`config.mk`:
```
export PLATFORM = sky130hd
export DESIGN_NAME = i2cSlaveRxBuf
export DESIGN_NICKNAME = d
export VERILOG_FILES = /design/src/rtl/i2cRxPkg.sv /design/src/rtl/i2cRxCtrl.sv /design/src/rtl/i2cRxDatapath.sv /design/src/rtl/i2cSlaveRxBuf.sv
export SDC_FILE = /design/constraint.sdc
export NUM_CORES = 1
export LEC_CHECK = 0
export BUFFER_PORTS_ARGS = -buffer_cell sky130_fd_sc_hd__buf_4
export CORE_MARGIN = 5
export CORE_UTILIZATION = 29
export CTS_CLUSTER_SIZE = 30
export DETAILED_ROUTE_END_ITERATION = 12
export PLACE_DENSITY = 0.48
export SLEW_MARGIN = 0
export SYNTH_ARGS = -nofsm -noshare
export SYNTH_HDL_FRONTEND = slang
export SYNTH_SLANG_ARGS = --single-unit
```
`constraint.sdc`:
```
create_clock -name clk -period 2 [get_ports clk]
set_clock_uncertainty 0.15 [all_clocks]
set_input_delay 0.3 -clock clk [delete_from_list [all_inputs] [get_ports clk]]
set_output_delay 0.3 -clock clk [all_outputs]
set_load 0.02 [all_outputs]
```
`src/rtl/i2cRxPkg.sv`:
```
package i2cRxPkg;
  typedef struct packed {
    logic shiftEn;   // take sdaIn into the shift register
    logic loadEn;    // move completed byte to the data register
    logic clrShift;  // bus condition: discard partial byte
  } rxStrobe_t;
endpackage

```
`src/rtl/i2cRxCtrl.sv`:
```
module i2cRxCtrl
  import i2cRxPkg::*;
#(
  parameter int DATA_W = 8
) (
  input  logic       clk,
  input  logic       rstN,
  input  logic       sclIn,
  input  logic       startStop,
  input  logic       addrPhase,
  input  logic       addrMatch,
  input  logic       irmEn,
  input  logic       dataRd,
  output rxStrobe_t  strb,
  output logic       rxFull,
  output logic       rxIrq,
  output logic       sclHold,
  output logic       sdaAck
);
  localparam int CNT_W = $clog2(DATA_W + 1);
  localparam logic [CNT_W-1:0] LAST_CNT = CNT_W'(DATA_W - 1);
  localparam logic [CNT_W-1:0] ACK_CNT  = CNT_W'(DATA_W);

  logic             sclPrev;
  logic [CNT_W-1:0] bitCnt;
  logic             ackPend;
  logic             sclRise, sclFall, lastBit, ackSlot, takeByte;

  assign sclRise  = sclIn & ~sclPrev;
  assign sclFall  = ~sclIn & sclPrev;
  assign lastBit  = (bitCnt == LAST_CNT);
  assign ackSlot  = (bitCnt == ACK_CNT);
  assign takeByte = irmEn | (~addrPhase & addrMatch);

  always_comb begin
    strb.shiftEn  = sclRise & ~ackSlot;
    strb.loadEn   = sclRise & lastBit & takeByte;
    strb.clrShift = startStop;
  end

  always_ff @(posedge clk or negedge rstN) begin
    if (!rstN) begin
      sclPrev <= 1'b1;
      bitCnt  <= '0;
    end else begin
      sclPrev <= sclIn;
      if (startStop)   bitCnt <= '0;
      else if (sclRise) bitCnt <= ackSlot ? '0 : bitCnt + 1'b1;
    end
  end

  always_ff @(posedge clk or negedge rstN) begin
    if (!rstN) begin
      rxFull <= 1'b0;
      rxIrq  <= 1'b0;
    end else begin
      rxIrq <= strb.loadEn;
      if (strb.loadEn) rxFull <= 1'b1;
      else if (dataRd) rxFull <= 1'b0;
    end
  end

  // Stretch in the low phase ahead of the last bit of a byte that would load
  always_ff @(posedge clk or negedge rstN) begin
    if (!rstN) sclHold <= 1'b0;
    else       sclHold <= ~startStop & lastBit & rxFull & takeByte & ~sclIn;
  end

  always_ff @(posedge clk or negedge rstN) begin
    if (!rstN) begin
      ackPend <= 1'b0;
      sdaAck  <= 1'b0;
    end else begin
      if (sclRise && lastBit) ackPend <= takeByte;
      if (startStop)                        sdaAck <= 1'b0;
      else if (sclFall && ackSlot)          sdaAck <= ackPend;
      else if (sclFall && bitCnt == '0)     sdaAck <= 1'b0;
    end
  end

  a_r4_no_overrun: assert property (@(posedge clk) disable iff (!rstN)
    strb.loadEn |-> !rxFull);
  a_r2_full_after_load: assert property (@(posedge clk) disable iff (!rstN)
    strb.loadEn |=> rxFull);
  a_r3_read_clears: assert property (@(posedge clk) disable iff (!rstN)
    (dataRd && !strb.loadEn) |=> !rxFull);
  a_r4_release: assert property (@(posedge clk) disable iff (!rstN)
    $fell(rxFull) |=> !sclHold);
  a_r10_irq_pulse: assert property (@(posedge clk) disable iff (!rstN)
    rxIrq |=> !rxIrq);
  a_r8_ack_window: assert property (@(posedge clk) disable iff (!rstN)
    sdaAck |-> (ackSlot || bitCnt == '0));
  a_r9_restart: assert property (@(posedge clk) disable iff (!rstN)
    startStop |=> (bitCnt == '0 && !sclHold && !sdaAck));
endmodule

```
`src/rtl/i2cRxDatapath.sv`:
```
module i2cRxDatapath
  import i2cRxPkg::*;
#(
  parameter int DATA_W = 8
) (
  input  logic              clk,
  input  logic              rstN,
  input  logic              sdaIn,
  input  rxStrobe_t         strb,
  output logic [DATA_W-1:0] rxData
);
  logic [DATA_W-1:0] shiftReg;

  always_ff @(posedge clk or negedge rstN) begin
    if (!rstN) begin
      shiftReg <= '0;
      rxData   <= '0;
    end else begin
      if (strb.clrShift)     shiftReg <= '0;
      else if (strb.shiftEn) shiftReg <= {shiftReg[DATA_W-2:0], sdaIn};
      if (strb.loadEn)       rxData   <= {shiftReg[DATA_W-2:0], sdaIn};
    end
  end

  a_r1_data_stable: assert property (@(posedge clk) disable iff (!rstN)
    !strb.loadEn |=> $stable(rxData));
endmodule

```
`src/rtl/i2cSlaveRxBuf.sv`:
```
module i2cSlaveRxBuf
  import i2cRxPkg::*;
#(
  parameter int DATA_W = 8
) (
  input  logic              clk,
  input  logic              rstN,
  input  logic              sclIn,
  input  logic              sdaIn,
  input  logic              startStop,
  input  logic              addrPhase,
  input  logic              addrMatch,
  input  logic              irmEn,
  input  logic              dataRd,
  output logic [DATA_W-1:0] rxData,
  output logic              rxFull,
  output logic              rxIrq,
  output logic              sclHold,
  output logic              sdaAck
);
  rxStrobe_t strb;

  i2cRxCtrl #(.DATA_W(DATA_W)) uCtrl (
    .clk(clk), .rstN(rstN), .sclIn(sclIn), .startStop(startStop),
    .addrPhase(addrPhase), .addrMatch(addrMatch), .irmEn(irmEn),
    .dataRd(dataRd), .strb(strb), .rxFull(rxFull), .rxIrq(rxIrq),
    .sclHold(sclHold), .sdaAck(sdaAck)
  );

  i2cRxDatapath #(.DATA_W(DATA_W)) uData (
    .clk(clk), .rstN(rstN), .sdaIn(sdaIn), .strb(strb), .rxData(rxData)
  );
endmodule

```
==> impl_metrics.toml <==
[setup_path]
crit_path_start = "sclIn"
end_kind = "flop"
crit-reg2reg-launch = "uCtrl.bitCnt[0]$_DFFE_PN0P_"
crit_chain = "dlygate4sd3_1 > buf_4 > nor2b_1 > o211ai_4 > mux2_4"
worstPathArrival_ns = 1.86
worstSetupPathType = "input pin to flop"
cp.required_ns = 2.02
slowest_stage = "dlygate4sd3_1"
cp_max_fo = 10
critPathLaunchType = "input pin"
max_stage_delay_ns = 0.52
r2r-end = "uData.rxData[2]$_DFFE_PN0P_"
rrSetupSlack_ns = 0.28
r2r_cells = 4

[finish]
post_route_cells_drive_above_1_share_pct = 43.4
fin_util_pct = 36.9
syn_to_final_growth_pct = 23.6
fillCellCount = 370
n_antenna_cell = 0
nets = 118

[clocking]
cts_tree = "done"
clk_pin_slew_worst_paths_ns = 0.10
cts.repair.resized = 0
cts_buffer_depth = 2
cts_root_buf = "clkbuf_8"
cts_made_buffers = 3
htreeDepth = 1
clock_latency_ns = 0.27
cts_sinks = 25

[grt]
grt_pass1_wl_mm = 3.50
grt_antenna_before_repair = 0
grt_usage_pct = 8.76
grt_start_max_net_pins = 26
grt_pass1_vias = 708
grt_overflow = 0

[sta]
setup_ws_ns = 0.158
setup_viol = 0
post-route-period-util_pct = 92.1
fin_crit_ns = 1.84
tightest_slew_ns = 0.389
drv_slew = 0
slew_headroom_pct = 73.9
rsz0062_at_grt = "no"
hold_ws_ns = 0.0579
fmaxAchievable_mhz = 543
setup_tns_ns = 0
hold_viol = 0

[yosys]
yosys.area.top_type = "dfrtp_1"
syn_area_sq_um = 1090
syn-instance-count = 82
synth-edff-count = 0
post_synth.cell_area_avg_sq_um = 13.2
yosys.area.top_type_share_pct = 55.3
synth_fp_nets = 93
synth_async_sr_flop_share_pct = 100
yosysWarnings = 0
ys_seq_elements = 25
synth_flop_cell = "dfrtp_1"
ys_seq_area_share_pct = 57.7
synth_cell_types = 32
synth_common_cells = "24 x dfrtp_1, 7 x a22o_2, 7 x mux2_2"
synth_most_common_cell = "dfrtp_1"
synth.area.top_cells = "dfrtp_1 55%, mux2_2 7.3%, a22o_2 6.5%, dfstp_2 2.4%, ha_1 2.3%"

[run_status]
outcome = "finished, final reports clean"

[die]
rows = 22
io_pins = 21
fp.dieH_microns = 71.2
start_util_pct = 29.9
dieWidth_microns = 71.2
core_area_sq_um = 3630
dieArea_sq_um = 5070

[placed_design]
place_congestion = 0.862
dp_hpwl_mm = 1.41
portBuffers = 20
dpl_worst_slack_ns = 0.264

[min_path]
min-delay-start = "dataRd"
min_to = "uCtrl.rxFull$_DFFE_PN0P_"
hp-class = "input pin to flop"
hold_depth = 2

[power_and_ir_drop]
vdd_ir_drop_max_mv = 0.205
p_leak_uw = 0.000655
p_per_area_nw_per_um2 = 660
power_uw = 886

[route]
dr.pass1.iters = 4
ant_nets = 0
drt_iter0_drc = 18
drc_errors = 0
vias_per_cell = 4.61
wl_per_cell_microns = 13.1
route.vias.total = 710
drt-total-wl_mm = 2.02

[run]
drv_cap = 0
[per-layer routing]
metal	vias up	global-route usage, %	part of all wire (%)
met5	-	0	0
met4	0	5.01	1.3
met3	2	0.994	4.7
met2	17	13.0	46
met1	352	12.3	48
li1	339	-	-
[flip-flops by register name (all words and copies together) (netlist names)]
signal and count:
uCtrl.ackPend 1, uCtrl.rxIrq 1, uCtrl.sclPrev 1, uData.rxData 8
uCtrl.sdaAck 1, uCtrl.bitCnt 4, uCtrl.sclHold 1, uData.shiftReg 7
uCtrl.rxFull 1
[critical path: cells and delay by family]
family / cells / cell delay [ns]
AND/OR/NAND/NOR: 1 / 0.34
AO/OA/AOI/OAI: 1 / 0.23
multiplexers: 1 / 0.34
buffers and inverters: 2 / 0.64
[how the worst max path moves through the flow]
stage / to / slack [ns] / depth (start not counted)
after CTS: uData.rxData[5]$_DFFE_PN0P_ / 0.26 / 4
after global placement: uData.rxData[0]$_DFFE_PN0P_ / 0.31 / 4
after detailed placement: uData.rxData[5]$_DFFE_PN0P_ / 0.26 / 4
after floorplan: uData.rxData[0]$_DFFE_PN0P_ / 0.39 / 4
after global routing: uData.rxData[7]$_DFFE_PN0P_ / 0.06 / 5
final: uData.rxData[7]$_DFFE_PN0P_ / 0.16 / 5
[metrics by stage]
| step | std cells | instance area, sq um |
|---|---|---|
| 2_1_floorplan | 82 | 1090 |
| 3_3_place_gp | 148 | 1270 |
| 3_5_place_dp | 148 | 1270 |
| 4_1_cts | 153 | 1330 |
| 5_1_grt | 154 | 1340 |
| 6_report | 154 | 1340 |
[cell usage in the layout, fill, tap and decap left out, types with 2 or more instances in the layout]
cell / netlist / routed
a21oi_1: 4 / 4
a22o_2: 7 / 7
buf_4: 1 / 21
clkbuf_8: 0 / 3
dfrtp_1: 24 / 24
dlygate4sd3_1: 0 / 2
ha_1: 2 / 2
inv_1: 5 / 5
mux2_2: 7 / 7
nand2_1: 3 / 3
nand3_1: 3 / 3
o21ai_0: 3 / 3
[cell families after synthesis]
logic type | after synthesis | synth area share, %
flip-flops | 25 | 57.7
adder cells (fa/ha/maj) | 2 | 2.30
AND/OR/NAND/NOR | 18 | 10.5
AO/OA/AOI/OAI | 20 | 15.4
multiplexers | 9 | 9.56
buffers and inverters | 8 | 4.49
[power breakdown]
| group | switching, uW | total, uW | internal, uW |
|---|---|---|---|
| sequential | 4.52 | 515 | 511 |
| combinational | 33.1 | 57.9 | 24.8 |
| clock | 172 | 313 | 141 |
| total | 210 | 886 | 677 |
[area by class of cell]
cell class | instances | area, sq um | area share, %
Tap cell | 48 | 60.1 | 4.47
Multi-Input combinational cell | 49 | 410 | 30.6
Timing Repair Buffer | 23 | 178 | 13.2
Sequential cell | 25 | 627 | 46.7
Clock inverter | 1 | 7.51 | 0.559
Inverter | 5 | 18.8 | 1.40
Clock buffer | 3 | 41.3 | 3.08
[repair_timing]
| item | 4_1_cts | 5_1_grt |
|---|---|---|
| buffers inserted | 0 | 0 |
| hold buffers | 1 | 1 |
| endpoints found under the hold margin | 24 | 1 |
No activity file was read; power rests on OpenSTA's default activity.
